==> src/rtl/alu8_pkg.sv <==
package alu8_pkg;

  typedef enum logic [2:0] {
    OP_ADD = 3'd0,
    OP_SUB = 3'd1,
    OP_AND = 3'd2,
    OP_NOR = 3'd3,
    OP_XOR = 3'd4,
    OP_RSH = 3'd5
  } alu_op_e;

  localparam int unsigned OP_W = 3;

  function automatic logic op_is_known(input logic [OP_W-1:0] code);
    return code <= OP_RSH;
  endfunction

endpackage

==> src/rtl/alu8_addsub.sv <==
module alu8_addsub #(
  parameter int unsigned W = 8
) (
  input  logic [W-1:0] a,
  input  logic [W-1:0] b,
  input  logic         sub,
  output logic [W-1:0] sum,
  output logic         cout
);

  logic [W:0]   chain;
  logic [W-1:0] b_eff;

  assign chain[0] = sub;

  for (genvar i = 0; i < W; i++) begin : g_bit
    logic prop;
    assign b_eff[i]   = b[i] ^ sub;
    assign prop       = a[i] ^ b_eff[i];
    assign sum[i]     = prop ^ chain[i];
    assign chain[i+1] = (a[i] & b_eff[i]) | (prop & chain[i]);
  end

  assign cout = chain[W];

endmodule

==> src/rtl/alu8_bitwise.sv <==
module alu8_bitwise #(
  parameter int unsigned W = 8
) (
  input  logic [W-1:0] a,
  input  logic [W-1:0] b,
  output logic [W-1:0] and_o,
  output logic [W-1:0] nor_o,
  output logic [W-1:0] xor_o,
  output logic [W-1:0] shr_o,
  output logic         shr_out_bit
);

  for (genvar i = 0; i < W; i++) begin : g_lane
    assign and_o[i] = a[i] & b[i];
    assign nor_o[i] = ~(a[i] | b[i]);
    assign xor_o[i] = a[i] ^ b[i];
    if (i == W - 1) begin : g_top
      assign shr_o[i] = 1'b0;
    end else begin : g_mid
      assign shr_o[i] = a[i+1];
    end
  end

  assign shr_out_bit = a[0];

endmodule

==> src/rtl/alu8_flagreg.sv <==
module alu8_flagreg (
  input  logic clk,
  input  logic rst,
  input  logic load,
  input  logic z_in,
  input  logic c_in,
  output logic z_q,
  output logic c_q
);

  always_ff @(posedge clk) begin
    if (rst) begin
      z_q <= 1'b0;
      c_q <= 1'b0;
    end else if (load) begin
      z_q <= z_in;
      c_q <= c_in;
    end
  end

endmodule

==> src/rtl/alu8_core.sv <==
module alu8_core #(
  parameter int unsigned W = 8
) (
  input  logic                      clk,
  input  logic                      rst,
  input  logic [alu8_pkg::OP_W-1:0] op_sel,
  input  logic [W-1:0]              opnd_a,
  input  logic [W-1:0]              opnd_b,
  input  logic                      flag_we,
  output logic [W-1:0]              result,
  output logic                      res_zero,
  output logic                      res_carry,
  output logic                      zf_q,
  output logic                      cf_q
);
  import alu8_pkg::*;

  logic [W-1:0] arith_sum;
  logic         arith_cout;
  logic [W-1:0] and_v, nor_v, xor_v, shr_v;
  logic         shr_bit;
  logic         is_sub;
  logic         known;

  assign is_sub = (op_sel == OP_SUB);
  assign known  = op_is_known(op_sel);

  alu8_addsub #(.W(W)) u_addsub (
    .a    (opnd_a),
    .b    (opnd_b),
    .sub  (is_sub),
    .sum  (arith_sum),
    .cout (arith_cout)
  );

  alu8_bitwise #(.W(W)) u_bitwise (
    .a           (opnd_a),
    .b           (opnd_b),
    .and_o       (and_v),
    .nor_o       (nor_v),
    .xor_o       (xor_v),
    .shr_o       (shr_v),
    .shr_out_bit (shr_bit)
  );

  always_comb begin
    result    = '0;
    res_carry = 1'b0;
    case (op_sel)
      OP_ADD, OP_SUB: begin
        result    = arith_sum;
        res_carry = arith_cout;
      end
      OP_AND: result = and_v;
      OP_NOR: result = nor_v;
      OP_XOR: result = xor_v;
      OP_RSH: begin
        result    = shr_v;
        res_carry = shr_bit;
      end
      default: begin
        result    = '0;
        res_carry = 1'b0;
      end
    endcase
  end

  assign res_zero = known && (result == '0);

  alu8_flagreg u_flags (
    .clk  (clk),
    .rst  (rst),
    .load (flag_we && known),
    .z_in (res_zero),
    .c_in (res_carry),
    .z_q  (zf_q),
    .c_q  (cf_q)
  );

endmodule

==> config.mk <==
export PLATFORM = sky130hd
export DESIGN_NAME = alu8_core
export DESIGN_NICKNAME = d
export VERILOG_FILES = /design/src/rtl/alu8_pkg.sv /design/src/rtl/alu8_addsub.sv /design/src/rtl/alu8_bitwise.sv /design/src/rtl/alu8_flagreg.sv /design/src/rtl/alu8_core.sv
export SDC_FILE = /design/constraint.sdc
export NUM_CORES = 1
export LEC_CHECK = 0
export ABC_AREA = 1
export BUFFER_PORTS_ARGS = -buffer_cell sky130_fd_sc_hd__buf_2
export CAP_MARGIN = 10
export CORE_ASPECT_RATIO = 1.2
export CORE_MARGIN = 5
export CORE_UTILIZATION = 35
export CTS_CLUSTER_SIZE = 28
export DETAILED_ROUTE_END_ITERATION = 8
export PLACE_DENSITY = 0.67
export SETUP_SLACK_MARGIN = 0.15
export SYNTH_ARGS = -nofsm -noshare
export SYNTH_HDL_FRONTEND = slang
export SYNTH_SLANG_ARGS = --single-unit
==> constraint.sdc <==
create_clock -name clk -period 5.75 [get_ports clk]
set_input_delay 0.2875 -clock clk [delete_from_list [all_inputs] [get_ports clk]]
set_output_delay 0.2875 -clock clk [all_outputs]
set_load 0.005 [all_outputs]
Word level (Yosys, flattened, before mapping)
Index checks and enable logic that the tools add are counted.
{"block": "op_classes", "magnitude_cmp": 1, "n_eq_ne": 5, "bitwise": 80, "reduce_logical": 5, "mux": 2}
{"cell": "$pmux W8 S5", "n": 1}
{"cell": "$xor A1 B1 Y1", "n": 32}
{"cell": "$and A1 B1 Y1", "n": 24}
{"cell": "$or A1 B1 Y1", "n": 16}
{"cell": "$logic_not A8 Y1", "n": 1}
{"cell": "$not A1 Y1", "n": 8}
{"cell": "$eq A3 B2 Y1 const B", "n": 2}
{"cell": "$eq A3 B3 Y1 const B", "n": 2}
{"cell": "$eq A3 B1 Y1 const B", "n": 1}
{"cell": "$le A3 B3 Y1 const B", "n": 1}
{"cell": "$logic_not A3 Y1", "n": 1}
{"cell": "$logic_and A1 B1 Y1", "n": 2}
{"cell": "$pmux W1 S2", "n": 1}
{"cell": "$reduce_or A2 Y1", "n": 1}
{"block": "totals", "elab_cells": 95, "out_inout_bits": 12, "ff_bits": 2, "inputBits": 22}

Longest topological paths before layout
Gate-level depths: netlist of run 1.
{"block": "depth", "ltp_word": 21, "mapped_depth": 20, "mapped_depth_nobuf": 19}

Cells and area by module
From an unflattened synthesis of run 1, not the netlist that was laid out.
{"block": "unflattened", "cells_unflattened": 219, "area_unflattened_um2": 1229.9}
{"mod": "alu8_core", "cells_per_inst": 107, "area_each_um2": 481.7, "n_inst": 1, "seq_area_each_um2": 0.0}
{"mod": "alu8_addsub", "cells_per_inst": 57, "area_each_um2": 335.3, "n_inst": 1, "seq_area_each_um2": 0.0}
{"mod": "alu8_bitwise", "cells_per_inst": 42, "area_each_um2": 331.6, "n_inst": 1, "seq_area_each_um2": 0.0}
{"mod": "alu8_flagreg", "cells_per_inst": 13, "area_each_um2": 81.3, "n_inst": 1, "seq_area_each_um2": 40.0}

Worst setup path after synthesis of run 1
OpenSTA, ideal clock, no wires.
{"block": "synth_timing", "kind": "input to output", "start": "in op_sel[1] (netlist bit)", "end": "out res_zero", "n_path_buf": 1, "stages": 20, "arrival_ns": 4.189, "slack_ns": 1.274, "required_ns": 5.463, "path_cell_list": "buf_4 -> nor2_2 -> nand2_2 -> xor2_1 -> fa_1 -> fa_1 -> fa_1 -> fa_1 -> fa_1 -> inv_1 -> fa_1 -> inv_1 -> fa_1 -> nand2_1 -> nand2_1 -> nor3_2 -> nand2_1 -> nor2_1 -> nand2_1 -> inv_1"}
{"block": "synth_via", "elab_chain_len": 21, "word_cells_on_any_way": 56, "classes_between": "order compare: 1; eq/ne: 5; mux: 1; bitwise: 45; reduce/logical: 4"}
{"item": "start: declaration", "line": "alu8_core.sv:6", "rtl": "input logic [alu8_pkg::OP_W-1:0] op_sel,"}
{"item": "$eq A3 B1 Y1", "line": "alu8_core.sv:25, alu8_core.sv:49"}
{"item": "$xor A1 B1 Y1", "line": "alu8_addsub.sv:18", "rtl": "assign b_eff[i] = b[i] ^ sub;"}
{"item": "$xor A1 B1 Y1", "line": "alu8_addsub.sv:19", "rtl": "assign prop = a[i] ^ b_eff[i];"}
{"item": "$and A1 B1 Y1", "line": "alu8_addsub.sv:21", "rtl": "assign chain[i+1] = (a[i] & b_eff[i]) | (prop & chain[i]);"}
{"item": "$or A1 B1 Y1", "line": "alu8_addsub.sv:21"}
{"item": "$and A1 B1 Y1", "line": "alu8_addsub.sv:21"}
{"item": "$or A1 B1 Y1", "line": "alu8_addsub.sv:21"}
{"item": "$and A1 B1 Y1", "line": "alu8_addsub.sv:21"}
{"item": "(+5 left out)"}
{"item": "$and A1 B1 Y1", "line": "alu8_addsub.sv:21"}
{"item": "$or A1 B1 Y1", "line": "alu8_addsub.sv:21"}
{"item": "$and A1 B1 Y1", "line": "alu8_addsub.sv:21"}
{"item": "$or A1 B1 Y1", "line": "alu8_addsub.sv:21"}
{"item": "$xor A1 B1 Y1", "line": "alu8_addsub.sv:20", "rtl": "assign sum[i] = prop ^ chain[i];"}
{"item": "$pmux W8 S5", "line": "alu8_core.sv:49", "rtl": "case (op_sel)"}
{"item": "$logic_not A8 Y1", "line": "alu8_core.sv:68", "rtl": "assign res_zero = known && (result == '0);"}
{"item": "$logic_and A1 B1 Y1 (*)", "line": "alu8_core.sv:68"}
{"item": "end: declaration", "line": "alu8_core.sv:11", "rtl": "output logic res_zero,"}
Mark *: on every way between the ends. The rest lies on a longest branch, timed or not.

Final worst setup path of run 1
Same ends and word-level chain as after synthesis.

==> summary.md, run 1 <==
| Metric | Value |
|---|---|
| Worst-case clock buffer depth | `2` |
| Register area share after synthesis | `0.0376` |
| Synth Flop Type | `dfxtp_1` |
| Congestion Overflow GR | `0` |
| Vias in the first global route | `1047` |
| Hold Slack | `327 ps` |
| CTS Sinks | `2` |
| Ports | `34` |
| Synth top cells by count | `32 x inv_1, 28 x nand2_1, 20 x nand4_1, 16 x ha_1, 13 x nand3_1` |
| Post-CTS setup buffers | `0` |
| RSZ-0062 raised after global routing | `no` |
| Die X | `60.3 um` |
| Yosys top cell area share | `0.188` |
| CORE AREA | `3000 um2` |
| Worst-Margin Slew | `451 ps` |
| Crit end category | `primary output` |
| Hold-fix buffers at CTS | `0` |
| Post-cts resize count | `0` |
| DRC | `0` |
| Final setup fails | `0` |
| YS warnings | `0` |
| Fraction of layout cells with a size suffix above 1 | `0.245` |
| Syn nets | `204` |
| Mapped cell area | `1060 um2` |
| Post-synth top area cell | `ha_1` |
| Maximum VDD drop | `0.0000768 V` |
| FP Rows | `22` |
| Max_cap viols | `0` |
| DR vias | `1128` |
| Req. time, crit path | `5460 ps` |
| Power Density | `between 100 and 150 nW/um2` |
| Initial Util | `0.354` |
| Final Skew | `0 ps` |
| Starting DRC count in detailed routing | `42` |
| Final Hold Vio Count | `0` |
| Design Power | `0.139 mW` |
| Initial antenna violation count | `0` |
| DP HPWL | `2.09 mm` |
| Nets | `235` |
| Main area contributors after synthesis | `ha_1 19%, fa_1 13%, nand4_1 12%` |
| Latest clock arrival within the worst-skew pair | `around 230 ps` |
| Drt via density | `about 5` |
| CTS tree | `yes` |
| Htree depth | `1` |
| Layout area overhead | `16.5%` |
| Inserted Diodes | `0` |
| GP Congestion | `0.785` |
| Final WS setup | `807 ps` |
| CP dominant cell by count | `fa_1` |
| Period minus WS final | `4940 ps` |
| Syn Area/Cell | `6.69 um2` |
| DIE AREA | `4250 um2` |
| CP Launch Type | `input pin` |
| Wire length per cell | `about 12 um` |
| Outcome | `completed` |
| Flops & latches, synth | `2` |
| Pleak | `0.774 nW` |
| CP Cell Sequence | `buf_2, nor2_2, nand2_2, xor2_1, fa_1, fa_1, fa_1, fa_1, fa_1, inv_1, fa_1, inv_1, fa_1, nand2_1, nand2_1, nor3_2, nand2_1, nor2_1, nand2_1, inv_1, buf_2` |
| Post-DRT Antenna Nets | `0` |
| Pin count of the biggest net entering global routing | `22` |
| Synth cell types | `24` |
| Dpl ws | `814 ps` |
| Worst EP arrival | `4660 ps` |
| Fmax | `202 MHz` |
| Crit path max-delay cell type | `fa_1` |
| Detailed Route WL | `2.65 mm` |
| Fin crit share | `0.860` |
| 1st-pass router iterations | `4` |
| GRT Total Usage | `0.126` |
| Crit path largest cell delay | `420 ps` |
| First-pass GRT wire length | `4.31 mm` |
| Setup CP Type | `in -> out` |
| Post-Syn Instances | `159` |
| Fillers | `336` |
| IO Port Bufs | `33` |
| Critical Path Fanout Max | `20` |
| Number of synthesized flops with an enable pin | `0` |
| Total negative slack | `0 ps` |
| Root Driver | `clkbuf_4` |
| TritonCTS Buffers | `3` |
| Most frequent cell after synthesis | `inv_1` |
| Die Y | `70.4 um` |
| Min-Delay Path Class | `in -> reg` |
| Slew HR | `0.698` |
| Fin. max-slew vios | `0` |
| Reg clk slew, reported paths | `about 30 ps` |
| Post-synth ARST share | `0` |
worst max-delay path: cells and delay by family:
family	cells	cell delay (ps)
adders and majority gates	7	2550
and+or+nand+nor	8	1090
buffers and inverters	5	500
xor gates and xnor gates	1	210
metal layers:
layer	routed length [um]	share of wire	up-vias	track usage
li1	-	-	574	-
met1	1100	0.42	520	0.150
met2	1330	0.50	29	0.218
met3	182	0.069	5	0.0222
met4	29	0.011	0	0.0468
met5	0	0	-	0
sequential cells by signal, indices dropped and copies added, names as in the netlist:
name         count
u_flags.c_q      1
u_flags.z_q      1
placed cells by master (no fill, tap or decap):
cell      instances
ha_1             16
nor2_1            9
buf_2            33
inv_4             1
dfxtp_1           2
nor3_2            1
nand2_2           1
fa_1              7
nor2_2            4
o21ai_0           4
nand3_1          13
nor3_1            2
inv_2             1
xor2_1            7
nand2_1          28
a21oi_1           1
nand4_1          20
nand4_2           1
inv_1            32
clkbuf_4          3
a21oi_2           1
o21bai_1          1
cell type report:
class                           instances  area (um2)  area share
Tap cell                               36        45.0      0.0364
Sequential cell                         2        40.0      0.0323
Multi-Input combinational cell        116         836       0.675
Clock buffer                            3        22.5      0.0182
Inverter                               34         130       0.105
Timing Repair Buffer                   33         165       0.133
report_power, final:
group / switching, mW / internal [mW]
combinational: 0.0555 / 0.0366
clock: 0.00829 / 0.0230
sequential: 0.000396 / 0.0150
total: 0.0642 / 0.0747
kinds of logic after synthesis:
logic type      share of synthesized area
buf+inv                             0.176
compound gates                     0.0388
flops                              0.0376
xor+xnor                           0.0576
fa+ha+maj                           0.320
simple gates                        0.369
stage by stage:
stage               std cells   util  area [um2]
finish                    224  0.413        1240
global route              224  0.413        1240
CTS                       224  0.413        1240
detailed placement        221  0.405        1220
global placement          221  0.405        1220
floorplan                 159      -        1060
final timing paths:
| check | startpoint | cells after the start | slack [ps] | endpoint |
|---|---|---|---|---|
| setup / recovery | op_sel[1] | 21 | 810 | res_zero |
| hold / removal | rst | 4 | 330 | u_flags.c_q$_SDFFE_PP0P_ |
| setup reg to reg | u_flags.c_q$_SDFFE_PP0P_ | 4 | 5100 | u_flags.c_q$_SDFFE_PP0P_ |
| hold reg to reg | u_flags.z_q$_SDFFE_PP0P_ | 2 | 510 | u_flags.z_q$_SDFFE_PP0P_ |
Note: power is estimated with default switching activity, not from simulation.
==> run 2: changes to the inputs <==
clock period = 6.4 ns   (was 5.75 ns; I/O delays follow)
==> run 2 against run 1 <==
Compared with the run above:
- clock power down 12%
- critical endpoint unchanged
- clock skew unchanged
- die area is the same
- critical path type unchanged
- worst hold slack better by 36 ps
==> summary.md, run 2 (synthesized netlist as in run 1, its figures left out) <==
| Metric | Value |
|---|---|
| Final Hold Vio Count | `0 (unchanged)` |
| Top Registers | `u_flags.c_q x1, u_flags.z_q x1` |
| TritonCTS Buffers | `3 (unchanged)` |
| Maximum VDD drop | `0.0000737 V (-4.0%)` |
| GR peak layer | `met2` |
| Fin crit share | `0.783` |
| RSZ-0062 raised after global routing | `no` |
| Post-Layout Cell Count | `224 (unchanged)` |
| Vias in the first global route | `1084 (+3.5%)` |
| Die Y | `70.4 um (unchanged)` |
| Req. time, crit path | `6080 ps (+620 ps)` |
| Pleak | `0.774 nW (unchanged)` |
| Inserted Diodes | `0 (unchanged)` |
| Highest-count cells in the layout ignoring fill and taps | `33 x buf_2, 32 x inv_1, 28 x nand2_1` |
| Max_cap viols | `0 (unchanged)` |
| Drt via density | `4.93 (-2.1%)` |
| Wire length per cell | `11.5 um (-2.6%)` |
| Post-DRT Antenna Nets | `0 (unchanged)` |
| Layout area overhead | `16.5% (unchanged)` |
| CP dominant cell by count | `fa_1` |
| Setup CP Type | `in -> out` |
| Hold-fix buffers at CTS | `0 (unchanged)` |
| Global Route met1 Usage | `0.163 (+0.0134)` |
| Final setup fails | `0 (unchanged)` |
| Reg2reg path depth | `4 (unchanged)` |
| GP Congestion | `0.785 (about the same)` |
| GRT Total Usage | `0.131 (+0.00476)` |
| Commonest non-fill, non-tap cell in the layout | `buf_2` |
| Crit path max-delay cell type | `fa_1` |
| Period minus WS final | `5010 ps` |
| Initial antenna violation count | `0 (unchanged)` |
| Outcome | `completed` |
| CTS tree | `yes` |
| CTS Sinks | `2 (unchanged)` |
| FP Rows | `22 (unchanged)` |
| First-pass GRT wire length | `4.44 mm (+2.9%)` |
| DIE AREA | `4250 um2 (unchanged)` |
| Pin count of the biggest net entering global routing | `22 (unchanged)` |
| Crit end category | `primary output` |
| Ports | `34 (unchanged)` |
| Final Skew | `0 ps (unchanged)` |
| Fin. max-slew vios | `0 (unchanged)` |
| Latest clock arrival within the worst-skew pair | `220 ps (about the same)` |
| GR Util met3 | `0.00739 (-0.0148)` |
| Slew HR | `0.714 (+0.0156)` |
| DP HPWL | `2.12 mm (+1.7%)` |
| Post-Place Cells | `221 (unchanged)` |
| Fraction of layout cells with a size suffix above 1 | `0.245 (unchanged)` |
| Htree depth | `1 (unchanged)` |
| Fmax | `200 MHz` |
| Congestion Overflow GR | `0 (unchanged)` |
| Met2 Usage GRT | `0.226 (+0.00841)` |
| Worst EP arrival | `4690 ps (+30 ps)` |
| DRC | `0 (unchanged)` |
| Reg clk slew, reported paths | `30 ps (about the same)` |
| CORE AREA | `3000 um2 (unchanged)` |
| DR vias | `1104 (-2.1%)` |
| CP Cell Sequence | `buf_2, nor2_2, nand2_2, xor2_1, fa_1, fa_1, fa_1, fa_1, fa_1, inv_1, fa_1, inv_1, fa_1, nand2_1, nand2_1, nor3_2, nand2_1, nor2_1, nand2_1, inv_1, buf_2` |
| Post-CTS setup buffers | `0 (unchanged)` |
| 1st-pass router iterations | `4 (unchanged)` |
| Crit path largest cell delay | `420 ps (about the same)` |
| Starting DRC count in detailed routing | `50 (+19%)` |
| Root Driver | `clkbuf_4` |
| Nets | `235 (unchanged)` |
| Worst-case clock buffer depth | `2 (unchanged)` |
| Post-cts resize count | `0 (unchanged)` |
| Min-Delay Path Class | `in -> reg` |
| Hold path cells | `4 (unchanged)` |
| Critical Path Fanout Max | `20 (unchanged)` |
| CP Launch Type | `input pin` |
| Detailed Route WL | `2.58 mm (-2.6%)` |
| Total negative slack | `0 ps (unchanged)` |
| Die X | `60.3 um (unchanged)` |
| Worst-Margin Slew | `428 ps (-23.3 ps)` |
| IO Port Bufs | `33 (unchanged)` |
| Initial Util | `0.354 (unchanged)` |
| Power Density | `99.8 nW/um2 (-11%)` |
-- run 2: layer usage --
layer  up-vias  share of wire  wire [um]
met5         -              0          0
met4         0         0.0081         21
met3         4          0.062        160
met2        33           0.52       1340
met1       493           0.41       1060
li1        574              -          -
-- run 2: where the power goes --
group | leakage (nW) | total (mW) | switching, mW | internal, mW
clock | 0.0138 | 0.0274 | 0.00677 | 0.0206
combinational | 0.744 | 0.0824 | 0.0494 | 0.0330
sequential | 0.0165 | 0.0139 | 0.000354 | 0.0135
-- run 2: stage by stage --
| step | area, um2 | setup slack [ps] | hold WS (ps) | util | power (mW) |
|---|---|---|---|---|---|
| 6_report | 1240 | 1390 | 363 | 0.413 | 0.124 |
| 5_1_grt | 1240 | 1080 | 383 | 0.413 | 0.142 |
| 4_1_cts | 1240 | 1410 | 360 | 0.413 | 0.127 |
| 3_5_place_dp | 1220 | 1410 | 514 | 0.405 | 0.0977 |
| 3_3_place_gp | 1220 | 1490 | 509 | 0.405 | 0.0970 |
| 2_1_floorplan | 1060 | 1860 | 480 | - | 0.0704 |
-- run 2: final timing paths --
kind	to	startpoint	slack, ps
setup / recovery	res_zero	op_sel[1]	1390
hold / removal	u_flags.c_q$_SDFFE_PP0P_	rst	360
setup reg to reg	u_flags.c_q$_SDFFE_PP0P_	u_flags.c_q$_SDFFE_PP0P_	5750
hold reg to reg	u_flags.z_q$_SDFFE_PP0P_	u_flags.z_q$_SDFFE_PP0P_	510
-- run 2: worst max-delay path, delay by kind of cell --
kind | cells | cell delay, ps
xor gates and xnor gates | 1 | 210
and+or+nand+nor | 8 | 1100
buffers and inverters | 5 | 520
adders and majority gates | 7 | 2530
-- run 2: area by class of cell --
| class | instances | area [um2] |
|---|---|---|
| Timing Repair Buffer | 33 | 165 |
| Fill cell | 353 | 1760 |
| Multi-Input combinational cell | 116 | 836 |
| Clock buffer | 3 | 22.5 |
| Tap cell | 36 | 45.0 |
| Inverter | 34 | 130 |
| Sequential cell | 2 | 40.0 |
==> run 3: changes to the inputs <==
clock period = 5.2 ns   (was 6.4 ns; I/O delays follow)
==> run 3 against run 2 <==
Compared with the run above:
- largest cell class unchanged
- global-route usage shrank 0.25 points
- combinational power grew 26%
- cell count grew 0.89%
- critical endpoint unchanged
==> summary.md, run 3 (synthesized netlist as in run 1, its figures left out) <==
| Metric | Value |
|---|---|
| Outcome | `completed` |
| GP Congestion | `0.789 (+0.46%)` |
| Post-CTS setup buffers | `0 (unchanged)` |
| RSZ-0062 raised after global routing | `no` |
| Vias in the first global route | `1072 (-1.1%)` |
| Min-Delay Path Class | `in -> reg` |
| CTS Sinks | `2 (unchanged)` |
| CP Launch Type | `input pin` |
| First-pass GRT wire length | `4.37 mm (-1.4%)` |
| Crit end category | `primary output` |
| Critical Path Fanout Max | `20 (unchanged)` |
| Ports | `34 (unchanged)` |
| Maximum VDD drop | `0.0000868 V (+18%)` |
| Cell-internal power | `0.0841 mW (+25%)` |
| DP HPWL | `2.19 mm (+3.0%)` |
| Initial Util | `0.354 (unchanged)` |
| Fillers | `354 (+0.28%)` |
| Sw frac | `0.467 (+0.00986)` |
| Htree depth | `1 (unchanged)` |
| DIE AREA | `4250 um2 (unchanged)` |
| Sequential share of power | `0.108 (-0.004)` |
| Post-cts resize count | `0 (unchanged)` |
| Fin. max-slew vios | `0 (unchanged)` |
| Post-DRT Antenna Nets | `0 (unchanged)` |
| Fin util | `0.418 (+0.00500)` |
| Period minus WS final | `~4700 ps` |
| Latest clock arrival within the worst-skew pair | `240 ps (+20 ps)` |
| Detailed Route WL | `2.71 mm (+5.1%)` |
| Setup CP Type | `in -> out` |
| Starting DRC count in detailed routing | `53 (+6.0%)` |
| CTS tree | `yes` |
| Root Driver | `clkbuf_4` |
| Final Skew | `0 ps (unchanged)` |
| Area of the multi-input gates | `836 um2 (unchanged)` |
| NetSw | `0.0737 mW (+30%)` |
| Layout area overhead | `17.9%` |
| Worst EP arrival | `4490 ps (-200 ps)` |
| Nets | `237 (+0.85%)` |
| Highest-count cells in the layout ignoring fill and taps | `33 x buf_2, 32 x inv_1, 28 x nand2_1` |
| Commonest non-fill, non-tap cell in the layout | `buf_2` |
| Die X | `60.3 um (unchanged)` |
| Fraction of layout cells with a size suffix above 1 | `0.253 (+0.00795)` |
| Post-Layout Cell Count | `226 (+0.89%)` |
| DRC | `0 (unchanged)` |
| Congestion Overflow GR | `0 (unchanged)` |
| Wire length per cell | `12.0 um (+4.2%)` |
| Die Y | `70.4 um (unchanged)` |
| Reg clk slew, reported paths | `30 ps (about the same)` |
| Top Registers | `u_flags.c_q x1, u_flags.z_q x1` |
| FP Rows | `22 (unchanged)` |
| Fmax | `211 MHz` |
| IO Port Bufs | `33 (unchanged)` |
| Final Hold Vio Count | `0 (unchanged)` |
| Sequential Area | `40.0 um2 (unchanged)` |
| Total negative slack | `0 ps (unchanged)` |
| Worst-case clock buffer depth | `2 (unchanged)` |
| Hold-fix buffers at CTS | `0 (unchanged)` |
| Design Power | `0.158 mW (+28%)` |
| Fin crit share | `0.913` |
| Max_cap viols | `0 (unchanged)` |
| Worst-Margin Slew | `448 ps (+19.6 ps)` |
| Power Density | `126 nW/um2 (+26%)` |
| GRT Total Usage | `0.128 (-0.00249)` |
| CORE AREA | `3000 um2 (unchanged)` |
| DR vias | `1135 (+2.8%)` |
| TritonCTS Buffers | `3 (unchanged)` |
| Pleak | `0.783 nW (+1.2%)` |
| Drt via density | `5.02 (+1.9%)` |
| Post-Place Cells | `223 (+0.90%)` |
| Logic gate share of total power | `0.659 (-0.007)` |
| Final setup fails | `0 (unchanged)` |
| Pin count of the biggest net entering global routing | `21 (-4.5%)` |
| Inserted Diodes | `0 (unchanged)` |
| Req. time, crit path | `4940 ps (-1140 ps)` |
| Initial antenna violation count | `0 (unchanged)` |
| 1st-pass router iterations | `4 (unchanged)` |
| Slew HR | `0.700 (-0.0131)` |
| Clock Power Share | `0.233 (+0.011)` |
[run 3: cell count changes in the layout (fill, tap and decap cells not counted), sizes merged]
cell / before / now
buf: 33 / 35
[run 3: final cells by class]
type                       count  area share
clock buffer                   3      0.0180
tap                           36      0.0359
inverter                      34       0.104
timing repair buffer          35       0.144
multi-input combinational    116       0.667
sequential                     2      0.0319
[run 3: critical path, cell delays in order]
cell     delay (ps)
buf_2           320
nor2_2          160
nand2_2         100
buf_4           170
o21ai_0         110
fa_1            390
fa_1            390
fa_1            390
fa_1            390
fa_1            360
inv_1            70
fa_1            160
inv_1            60
fa_1            430
nand2_1         100
nand2_1          70
nor3_2          150
nand2_1          60
nor2_1          100
nand2_1          90
inv_1            60
buf_2           100
[run 3: routing by layer]
layer,GRT usage,vias up,part of all wire
li1,-,575,-
met1,0.149,520,0.40
met2,0.231,34,0.52
met3,0.0148,6,0.065
met4,0.0468,0,0.0096
met5,0,-,0
[run 3: worst paths after layout]
kind / from / end / slack (ps) / cells after the start
worst max-delay path: op_sel[1] / res_zero / 450 / 22
worst min-delay path: rst / u_flags.c_q$_SDFFE_PP0P_ / 300 / 4
worst max register to register: u_flags.c_q$_SDFFE_PP0P_ / u_flags.c_q$_SDFFE_PP0P_ / 4540 / 4
worst min register to register: u_flags.z_q$_SDFFE_PP0P_ / u_flags.z_q$_SDFFE_PP0P_ / 510 / 2
[run 3: stage by stage]
stage / setup WS [ps] / cell area (um2) / hold slack (ps)
finish: 451 / 1250 / 299
global route: 151 / 1250 / 320
CTS: 430 / 1250 / 304
detailed placement: 436 / 1230 / 514
global placement: 573 / 1230 / 508
floorplan: 779 / 1060 / 420
[run 3: power groups by stage]
stage | clock network, mW | registers (mW) | logic (mW)
after floorplan | 0 | 0.0174 | 0.0692
after global placement | 0 | 0.0172 | 0.103
after detailed placement | 0 | 0.0173 | 0.105
after CTS | 0.0360 | 0.0171 | 0.105
after global routing | 0.0384 | 0.0171 | 0.121
final | 0.0367 | 0.0171 | 0.104
